<file path="src/rtl/isc_pkg.sv">
package isc_pkg;
  localparam int unsigned RX_BIT    = 0;
  localparam int unsigned TXD_BIT   = 1;
  localparam int unsigned TXE_BIT   = 2;
  localparam int unsigned ALLOC_BIT = 3;
  localparam int unsigned OVRN_BIT  = 4;
  localparam logic [7:0] ACK_CLEARABLE = 8'hD6;
  localparam logic [7:0] STATUS_RESET  = 8'h04;

  typedef enum logic [1:0] {
    BK_LATCH  = 2'd0,
    BK_FORCED = 2'd1,
    BK_LOADED = 2'd2
  } bit_kind_e;

  function automatic bit_kind_e kind_of(input int unsigned idx);
    if (idx == TXE_BIT || idx == TXD_BIT) return BK_FORCED;
    if (idx == RX_BIT) return BK_LOADED;
    return BK_LATCH;
  endfunction
endpackage

</file>
<file path="src/rtl/isc_rst_sync.sv">
module isc_rst_sync #(
  parameter int unsigned STAGES = 2
) (
  input  logic clk,
  input  logic rst_n,
  output logic rst_n_sync
);
  logic [STAGES-1:0] sh_q, sh_d;

  always_comb sh_d = {sh_q[STAGES-2:0], 1'b1};

  always_ff @(posedge clk or negedge rst_n) begin
    if (!rst_n) sh_q <= '0;
    else        sh_q <= sh_d;
  end

  assign rst_n_sync = sh_q[STAGES-1];
endmodule

</file>
<file path="src/rtl/isc_ack_decode.sv">
module isc_ack_decode #(
  parameter int unsigned STAT_W = 8,
  parameter int unsigned CNT_W  = 4,
  parameter logic [STAT_W-1:0] CLR_MASK = STAT_W'(8'hD6)
) (
  input  logic              clk,
  input  logic              rst_n,
  input  logic              ack_we,
  input  logic [STAT_W-1:0] wr_data,
  input  logic [CNT_W-1:0]  done_q_count,
  output logic [STAT_W-1:0] ack_clr,
  output logic              done_pop
);
  import isc_pkg::*;
  logic txd_acked, queue_has;

  always_comb begin
    ack_clr   = ack_we ? (wr_data & CLR_MASK) : '0;
    txd_acked = ack_clr[TXD_BIT];
    queue_has = (done_q_count != '0);
    done_pop  = txd_acked & queue_has;
  end

  // a pop request never comes without a transmit-done acknowledge
  a_r5_pop_on_ack: assert property (@(posedge clk) disable iff (!rst_n)
    done_pop |-> (ack_we && wr_data[TXD_BIT]));
endmodule

</file>
<file path="src/rtl/isc_derive.sv">
module isc_derive #(
  parameter int unsigned STAT_W = 8,
  parameter int unsigned CNT_W  = 4
) (
  input  logic [CNT_W-1:0]  tx_q_count,
  input  logic [CNT_W-1:0]  done_q_count,
  input  logic              done_pop,
  input  logic [CNT_W-1:0]  rx_q_count,
  input  logic              rx_pop,
  input  logic              alloc_start,
  output logic [STAT_W-1:0] force_vec,
  output logic [STAT_W-1:0] side_clr,
  output logic [STAT_W-1:0] load_en,
  output logic [STAT_W-1:0] load_val
);
  import isc_pkg::*;
  logic [CNT_W-1:0] done_left;

  always_comb begin
    done_left = done_pop ? (done_q_count - CNT_W'(1)) : done_q_count;
    force_vec = '0;
    side_clr  = '0;
    load_en   = '0;
    load_val  = '0;
    force_vec[TXE_BIT]  = (tx_q_count == '0);
    force_vec[TXD_BIT]  = (done_left != '0);
    side_clr[ALLOC_BIT] = alloc_start;
    load_en[RX_BIT]     = rx_pop;
    load_val[RX_BIT]    = (rx_q_count > CNT_W'(1));
  end
endmodule

</file>
<file path="src/rtl/isc_status_reg.sv">
module isc_status_reg #(
  parameter int unsigned STAT_W = 8,
  parameter logic [STAT_W-1:0] RST_VAL = STAT_W'(8'h04)
) (
  input  logic              clk,
  input  logic              rst_n,
  input  logic [STAT_W-1:0] clr_vec,
  input  logic [STAT_W-1:0] set_vec,
  input  logic [STAT_W-1:0] force_vec,
  input  logic [STAT_W-1:0] load_en,
  input  logic [STAT_W-1:0] load_val,
  output logic [STAT_W-1:0] status_q
);
  import isc_pkg::*;
  logic [STAT_W-1:0] status_d;
  logic              upd_en;

  for (genvar i = 0; i < STAT_W; i++) begin : g_bit
    localparam bit_kind_e KIND = kind_of(i);
    if (KIND == BK_FORCED) begin : g_forced
      always_comb status_d[i] = force_vec[i] | set_vec[i] | (status_q[i] & ~clr_vec[i]);
    end else if (KIND == BK_LOADED) begin : g_loaded
      always_comb status_d[i] = set_vec[i] |
        (load_en[i] ? load_val[i] : (status_q[i] & ~clr_vec[i]));
    end else begin : g_latch
      always_comb status_d[i] = set_vec[i] | (status_q[i] & ~clr_vec[i]);
    end

    // an event pulse always lands in its bit
    a_r7_event_sets: assert property (@(posedge clk) disable iff (!rst_n)
      set_vec[i] |=> status_q[i]);
  end

  always_comb upd_en = (status_d != status_q);

  always_ff @(posedge clk or negedge rst_n) begin
    if (!rst_n)      status_q <= RST_VAL;
    else if (upd_en) status_q <= status_d;
  end
endmodule

</file>
<file path="src/rtl/isc_mask_reg.sv">
module isc_mask_reg #(
  parameter int unsigned STAT_W = 8
) (
  input  logic              clk,
  input  logic              rst_n,
  input  logic              mask_we,
  input  logic [STAT_W-1:0] wr_data,
  output logic [STAT_W-1:0] mask_q
);
  logic [STAT_W-1:0] mask_d;

  always_comb mask_d = mask_we ? wr_data : mask_q;

  always_ff @(posedge clk or negedge rst_n) begin
    if (!rst_n)       mask_q <= '0;
    else if (mask_we) mask_q <= mask_d;
  end

  // a mask write is visible on the next clock
  a_r9_mask_load: assert property (@(posedge clk) disable iff (!rst_n)
    mask_we |=> (mask_q == $past(wr_data)));
endmodule

</file>
<file path="src/rtl/irq_status_ctrl.sv">
module irq_status_ctrl #(
  parameter int unsigned STAT_W = 8,
  parameter int unsigned CNT_W  = 4,
  parameter int unsigned SYNC_STAGES = 2
) (
  input  logic              clk,
  input  logic              rst_n,
  input  logic              ack_we,
  input  logic              mask_we,
  input  logic [STAT_W-1:0] wr_data,
  input  logic [STAT_W-1:0] evt_set,
  input  logic              alloc_start,
  input  logic              rx_pop,
  input  logic [CNT_W-1:0]  rx_q_count,
  input  logic [CNT_W-1:0]  tx_q_count,
  input  logic [CNT_W-1:0]  done_q_count,
  output logic              done_pop,
  output logic [STAT_W-1:0] status,
  output logic [STAT_W-1:0] mask,
  output logic              irq
);
  import isc_pkg::*;
  localparam logic [STAT_W-1:0] CLR_MASK = STAT_W'(ACK_CLEARABLE);
  localparam logic [STAT_W-1:0] RST_VAL  = STAT_W'(STATUS_RESET);

  logic              rst_n_s;
  logic [STAT_W-1:0] ack_clr, side_clr, clr_all;
  logic [STAT_W-1:0] force_vec, load_en, load_val;

  isc_rst_sync #(.STAGES(SYNC_STAGES)) u_rst (
    .clk(clk), .rst_n(rst_n), .rst_n_sync(rst_n_s));

  isc_ack_decode #(.STAT_W(STAT_W), .CNT_W(CNT_W), .CLR_MASK(CLR_MASK)) u_ack (
    .clk(clk), .rst_n(rst_n_s), .ack_we(ack_we), .wr_data(wr_data),
    .done_q_count(done_q_count), .ack_clr(ack_clr), .done_pop(done_pop));

  isc_derive #(.STAT_W(STAT_W), .CNT_W(CNT_W)) u_der (
    .tx_q_count(tx_q_count), .done_q_count(done_q_count), .done_pop(done_pop),
    .rx_q_count(rx_q_count), .rx_pop(rx_pop), .alloc_start(alloc_start),
    .force_vec(force_vec), .side_clr(side_clr), .load_en(load_en),
    .load_val(load_val));

  always_comb clr_all = ack_clr | side_clr;

  isc_status_reg #(.STAT_W(STAT_W), .RST_VAL(RST_VAL)) u_stat (
    .clk(clk), .rst_n(rst_n_s), .clr_vec(clr_all), .set_vec(evt_set),
    .force_vec(force_vec), .load_en(load_en), .load_val(load_val),
    .status_q(status));

  isc_mask_reg #(.STAT_W(STAT_W)) u_mask (
    .clk(clk), .rst_n(rst_n_s), .mask_we(mask_we), .wr_data(wr_data),
    .mask_q(mask));

  always_comb irq = |(status & mask);

  // an empty transmit queue keeps its bit set
  a_r2_txe_forced: assert property (@(posedge clk) disable iff (!rst_n_s)
    (tx_q_count == '0) |=> status[TXE_BIT]);
  // more than one completion entry keeps transmit-done set even across a pop
  a_r3_txd_forced: assert property (@(posedge clk) disable iff (!rst_n_s)
    (done_q_count > CNT_W'(1)) |=> status[TXD_BIT]);
  // the receive bit ignores acknowledges
  a_r4_rx_not_acked: assert property (@(posedge clk) disable iff (!rst_n_s)
    (ack_we && !rx_pop && !evt_set[RX_BIT]) |=> (status[RX_BIT] == $past(status[RX_BIT])));
  // popping the last receive entry clears the receive bit
  a_r6_rx_drain: assert property (@(posedge clk) disable iff (!rst_n_s)
    (rx_pop && rx_q_count <= CNT_W'(1) && !evt_set[RX_BIT]) |=> !status[RX_BIT]);
  // an allocation request drops the allocation-complete bit
  a_r8_alloc_clear: assert property (@(posedge clk) disable iff (!rst_n_s)
    (alloc_start && !evt_set[ALLOC_BIT]) |=> !status[ALLOC_BIT]);
  // a zero mask silences the interrupt
  a_r9_irq_masked: assert property (@(posedge clk) disable iff (!rst_n_s)
    (mask == '0) |-> !irq);
endmodule

</file>
<file path="config.mk">
export PLATFORM = sky130hd
export DESIGN_NAME = irq_status_ctrl
export DESIGN_NICKNAME = d
export VERILOG_FILES = /design/src/rtl/isc_pkg.sv /design/src/rtl/isc_rst_sync.sv /design/src/rtl/isc_ack_decode.sv /design/src/rtl/isc_derive.sv /design/src/rtl/isc_status_reg.sv /design/src/rtl/isc_mask_reg.sv /design/src/rtl/irq_status_ctrl.sv
export SDC_FILE = /design/constraint.sdc
export NUM_CORES = 1
export LEC_CHECK = 0
export BUFFER_PORTS_ARGS = -buffer_cell sky130_fd_sc_hd__buf_2
export CORE_ASPECT_RATIO = 1.25
export CORE_MARGIN = 4
export CORE_UTILIZATION = 39
export CTS_BUF_LIST = sky130_fd_sc_hd__clkbuf_16
export DETAILED_ROUTE_END_ITERATION = 8
export GPL_ROUTABILITY_DRIVEN = 0
export HOLD_SLACK_MARGIN = 0.12
export PLACE_DENSITY = 0.76
export SYNTH_ARGS = -nofsm -noshare
export SYNTH_HDL_FRONTEND = slang
export SYNTH_SLANG_ARGS = --single-unit
</file>
<file path="constraint.sdc">
create_clock -name clk -period 0.8 [get_ports clk]
set_input_delay 0.04 -clock clk [delete_from_list [all_inputs] [get_ports clk]]
set_output_delay 0.04 -clock clk [all_outputs]
set_load 0.01 [all_outputs]
</file>
== Word-level counts from Yosys, hierarchy flattened ==
Cells that the tools add are included.
Operators by class
  add/subtract/negate cells: 1
  multiply operators: 0
  div/mod/pow operators: 0
  $lt $le $gt $ge: 1
  equality and inequality tests: 1
  shift operators: 0
  muxes and demuxes: 3
  bitwise logic cells: 29
  reductions and logical operators: 4
Operators by type and width (number)
  OR 1 bit: 10
  AND 1 bit: 9
  AND 8 bit: 1
  two-way mux 8 bit: 1
  != test 8 bit: 1
  inverter 1 bit: 8
  OR 8 x 4 -> 8 bit: 1
  nonzero test 4 bit: 2
  OR reduction 8 bit: 1
  greater-than comparator 4 x 1 -> 1 bit, second input constant: 1
  logical NOT 4 bit: 1
  two-way mux 4 bit: 1
  subtractor 4 x 1 -> 4 bit, second input constant: 1
  two-way mux 1 bit: 1
Word-level totals
  register bits after elaboration: 18
  bits in latches: 0
  RAM bits: 0
  ROM bits: 0
  input bits: 34
  output and inout bits: 18
  word-level logic and storage cells: 42
  memories: 0

== Logic depth before layout (Yosys ltp) ==
  word-level depth: 7
  gate-level depth with buffers: 5
  gate-level depth less buffers: 5

== Hierarchy ==
From an unflattened synthesis, not the netlist that was laid out.
Unflattened totals
  cell total of the unflattened synthesis: 108
  area total of the unflattened synthesis: 1123.6 um^2
By module, submodules not included
  isc_mask_reg: instances 1, cells each 17, area an instance 331.6 um^2, sequential area each 200.2 um^2
  isc_status_reg: instances 1, cells each 26, area an instance 296.5 um^2, sequential area each 201.4 um^2
  isc_derive: instances 1, cells each 39, area an instance 286.5 um^2, sequential area each 0.0 um^2
  irq_status_ctrl: instances 1, cells each 13, area an instance 86.3 um^2, sequential area each 0.0 um^2
  isc_ack_decode: instances 1, cells each 10, area an instance 68.8 um^2, sequential area each 0.0 um^2
  isc_rst_sync: instances 1, cells each 3, area an instance 53.8 um^2, sequential area each 50.0 um^2

== Worst setup path after synthesis ==
Ideal clock, no wire load.
  kind: register -> register
  from: register u_stat.status_q[1]
  to: register u_stat.status_q[1]
  library setup time: 0.126 ns
  arrival time: 0.902 ns
  data required time: 0.674 ns
  slack: -0.228 ns
  cell stages (with the launch flop): 3
  path buffers: 0
  clock period less this slack: 1.028 ns
  path through: dfrtp_1 -> a211o_1 -> a221o_1
On the way
  cells in the longest elaborated chain, start to end: 3
Ends and longest elaborated chain
  start, declared: line isc_status_reg.sv:12  | output logic [STAT_W-1:0] status_q
  start signal, assigned: line isc_status_reg.sv:38  | else if (upd_en) status_q <= status_d;
  AND 1 bit: line isc_status_reg.sv:21  | always_comb status_d[i] = force_vec[i] | set_vec[i] | (status_q[i] & ~clr_vec[i]);
  OR 1 bit: line isc_status_reg.sv:21
  != test 8 bit: line isc_status_reg.sv:34  | always_comb upd_en = (status_d != status_q);
Several ways; a longest one is shown, not always the timed one.
A chain may end at the register's enable or synchronous reset.

== Worst setup path in the final report ==
  from: register u_stat.status_q[1]
  to: output irq
On the way
  cells in the longest elaborated chain, start to end: 2
Ends and longest elaborated chain
  AND 8 bit: line irq_status_ctrl.sv:54  | always_comb irq = |(status & mask);
  OR reduction 8 bit: line irq_status_ctrl.sv:54
  end, declared: line irq_status_ctrl.sv:20  | output logic irq
Every way passes these cells.

==> flow_metrics.py <==
metrics = {
    "power_and_ir_drop": {
        "ir_drop_v": 0.00208,
        "power_density_nw_per_um2": 1740,
        "power.total_uw": 2540,
        "power_leakage_uw": 0.000706,
    },
    "synth": {
        "synth_nets": 97,
        "syn-cell-area_sq_um": 759,
        "yosysWarnings": 0,
        "synthCells": 62,
        "syn_avg_cell_area_sq_um": 12.2,
        "ys_seq_area_share_pct": 59.5,
        "yosys_register_bits": 18,
        "synth_cell_type_count": 22,
    },
    "timing": {
        "finClkSkew_ps": 2.36,
        "hold_viol": 2,
        "hold_slack_ps": -53.6,
        "finalSetupViolations": 23,
        "post-route-min-period_ps": 1170,
        "fmax_mhz": 852,
        "slew_violations": 0,
        "period_share_pct": 147,
        "fin_ws_ps": -374,
        "rsz0062_at_grt": "true",
        "fin_setup_tns_ps": -2080,
    },
    "finish": {
        "fillers": 109,
        "seqCellArea_sq_um": 452,
        "final_common_cell": "buf_2",
        "layout_common_cells": "buf_2, dfrtp_1, buf_6, buf_4",
        "drive_gt1_share_pct": 64.3,
        "final_nets": 176,
        "utilization_pct": 81.0,
        "multiInputGateArea_sq_um": 337,
        "diodes": 0,
        "syn_to_final_growth_pct": 92.8,
    },
    "clocking": {
        "clk_latency_ps": 240,
        "htree_levels": 1,
        "cts_tree": "built",
        "cts_buffers": 3,
        "path_clk_slew_ps": 50,
        "clock_sink_count": 18,
        "clk_root_buffer_cell": "clkbuf_16",
        "cts_buffer_depth": 2,
    },
    "route": {
        "viasPerCell": 5.04,
        "avgRoutedWirePerCell_microns": 15.2,
        "first_pass_iters": 4,
        "antenna_left": 0,
        "wl_mm": 2.42,
        "vias": 801,
        "post-route-drc-count": 0,
        "drtIter0Drc": 14,
    },
    "global_routing": {
        "grt_overflow": 0,
        "grt_pass1_vias": 826,
        "grt_use_total_pct": 18.9,
        "antenna_found_initial": 0,
        "grt_max_degree": 11,
        "grt_first_pass_wirelength_mm": 3.65,
    },
    "status": {
        "outcome": "complete, but fails checks",
        "violations": "hold timing, setup timing",
    },
    "worst_hold_path": {
        "holdCritPathClass": "in2reg",
    },
    "die": {
        "die_y_microns": 57.3,
        "io_pins": 52,
        "initial_utilization_pct": 42.0,
        "die_w_microns": 47.5,
        "rows": 17,
        "fp.dieArea_sq_um": 2720,
        "coreArea_sq_um": 1810,
    },
    "critical_path": {
        "cp-start-kind": "register",
        "crit_arrival_ps": 1130,
        "crit_type": "reg2out",
        "worstPathRequired_ps": 760,
        "cp_max_fo": 2,
        "endpoint_kind": "output pin",
    },
    "placement": {
        "hpwl_mm": 1.64,
        "port-buffer-count": 50,
        "dp_slack_ps": -440,
    },
    "job": {
        "drv_cap": 0,
    },
}
==> routing by layer <==
layer	wire length (microns)	vias up	GRT usage (%)
li1	-	379	-
met1	880	389	20.6
met2	1380	31	33.7
met3	154	2	5.68
met4	11	0	4.74
met5	0	-	0
==> layout make-up <==
cell class                 count  area share [%]
clock inverter                 1           0.256
timing repair buffer          75            37.6
inverter                       4            1.54
multi-input combinational     39            23.0
sequential                    18            30.9
tap                           19            1.62
clock buffer                   3            5.13
==> registers in the layout, indices dropped and copies added, names as in the netlist <==
signal and cells:
u_mask.mask_q 8, u_stat.status_q 8, u_rst.sh_q 2
==> worst max-delay path: stages, from the launching register on <==
cell and delay, ps:
dfrtp_1 390, buf_6 120, a22oi_2 130, nand4_1 90, buf_2 150
==> report_power, final <==
part           leakage [uW]  total (uW)  internal, uW  switching [uW]
combinational      0.000469         532           329             203
sequential         0.000195        1030           979            54.9
clock             0.0000423         977           663             314
==> cells by family (layout without fill, tap and decap cells) <==
kind of cell | after synthesis | count (layout) | share of synthesized area [%]
multiplexers | 8 | 8 | 11.9
AO/OA/AOI/OAI | 15 | 15 | 15.0
buffers and inverters | 5 | 83 | 2.47
other | 1 | 1 | 0.494
flip-flops | 18 | 18 | 59.5
adder cells (fa/ha/maj) | 1 | 1 | 1.65
AND/OR/NAND/NOR | 14 | 14 | 9.06
==> final timing paths <==
check | from | slack (ps) | endpoint | depth (start not counted)
worst max-delay path | u_stat.status_q[1] | -370 | irq | 4
worst min-delay path | tx_q_count[2] | -50 | u_stat.status_q[2] | 2
worst max register to register | u_stat.status_q[1] | -350 | u_stat.status_q[1] | 3
worst min register to register | u_rst.sh_q[1] | 180 | u_stat.status_q[7] | 1
max in group asynchronous | u_rst.sh_q[1] | 390 | u_stat.status_q[2] | 1
min in group asynchronous | rst_n | 110 | u_rst.sh_q[0] | 2
==> per-stage QoR <==
| stage | cell area [sq um] | hold slack, ps | instances |
|---|---|---|---|
| final | 1460 | -53.6 | 159 |
| after global routing | 1460 | -42.0 | 159 |
| after CTS | 1430 | -60.6 | 158 |
| after detailed placement | 1110 | -173 | 141 |
| after global placement | 1110 | -174 | 141 |
| after floorplan | 762 | -256 | 62 |
==> cell usage after synthesis <==
cell	instances	share of area (%)
a21o_1	4	4.0
a221o_1	1	1.3
mux2_2	8	12
nand3_1	1	0.66
o41ai_1	1	1.2
nor3_1	1	0.66
dfrtp_1	17	56
o211ai_1	1	0.99
a22oi_1	4	4.0
nor3b_1	1	0.99
clkbuf_1	1	0.49
ha_1	1	1.6
or2_2	2	1.6
a21oi_1	2	1.3
nand2_2	1	0.82
dfstp_2	1	3.5
a211o_1	2	2.3
nor2_1	2	0.99
nand2_1	5	2.5
nand4_1	1	0.82
conb_1	1	0.49
inv_1	4	2.0
==> what timing repair did <==
action                                  in CTS  in global routing
buffers inserted                             1                  6
pin swaps                                    1                  1
hold endpoints to repair                    18                 12
resized for setup                           23                 10
endpoints found under the setup margin      20                 30
hold buffers                                12                  1
No activity file was read; power rests on OpenSTA's default activity.
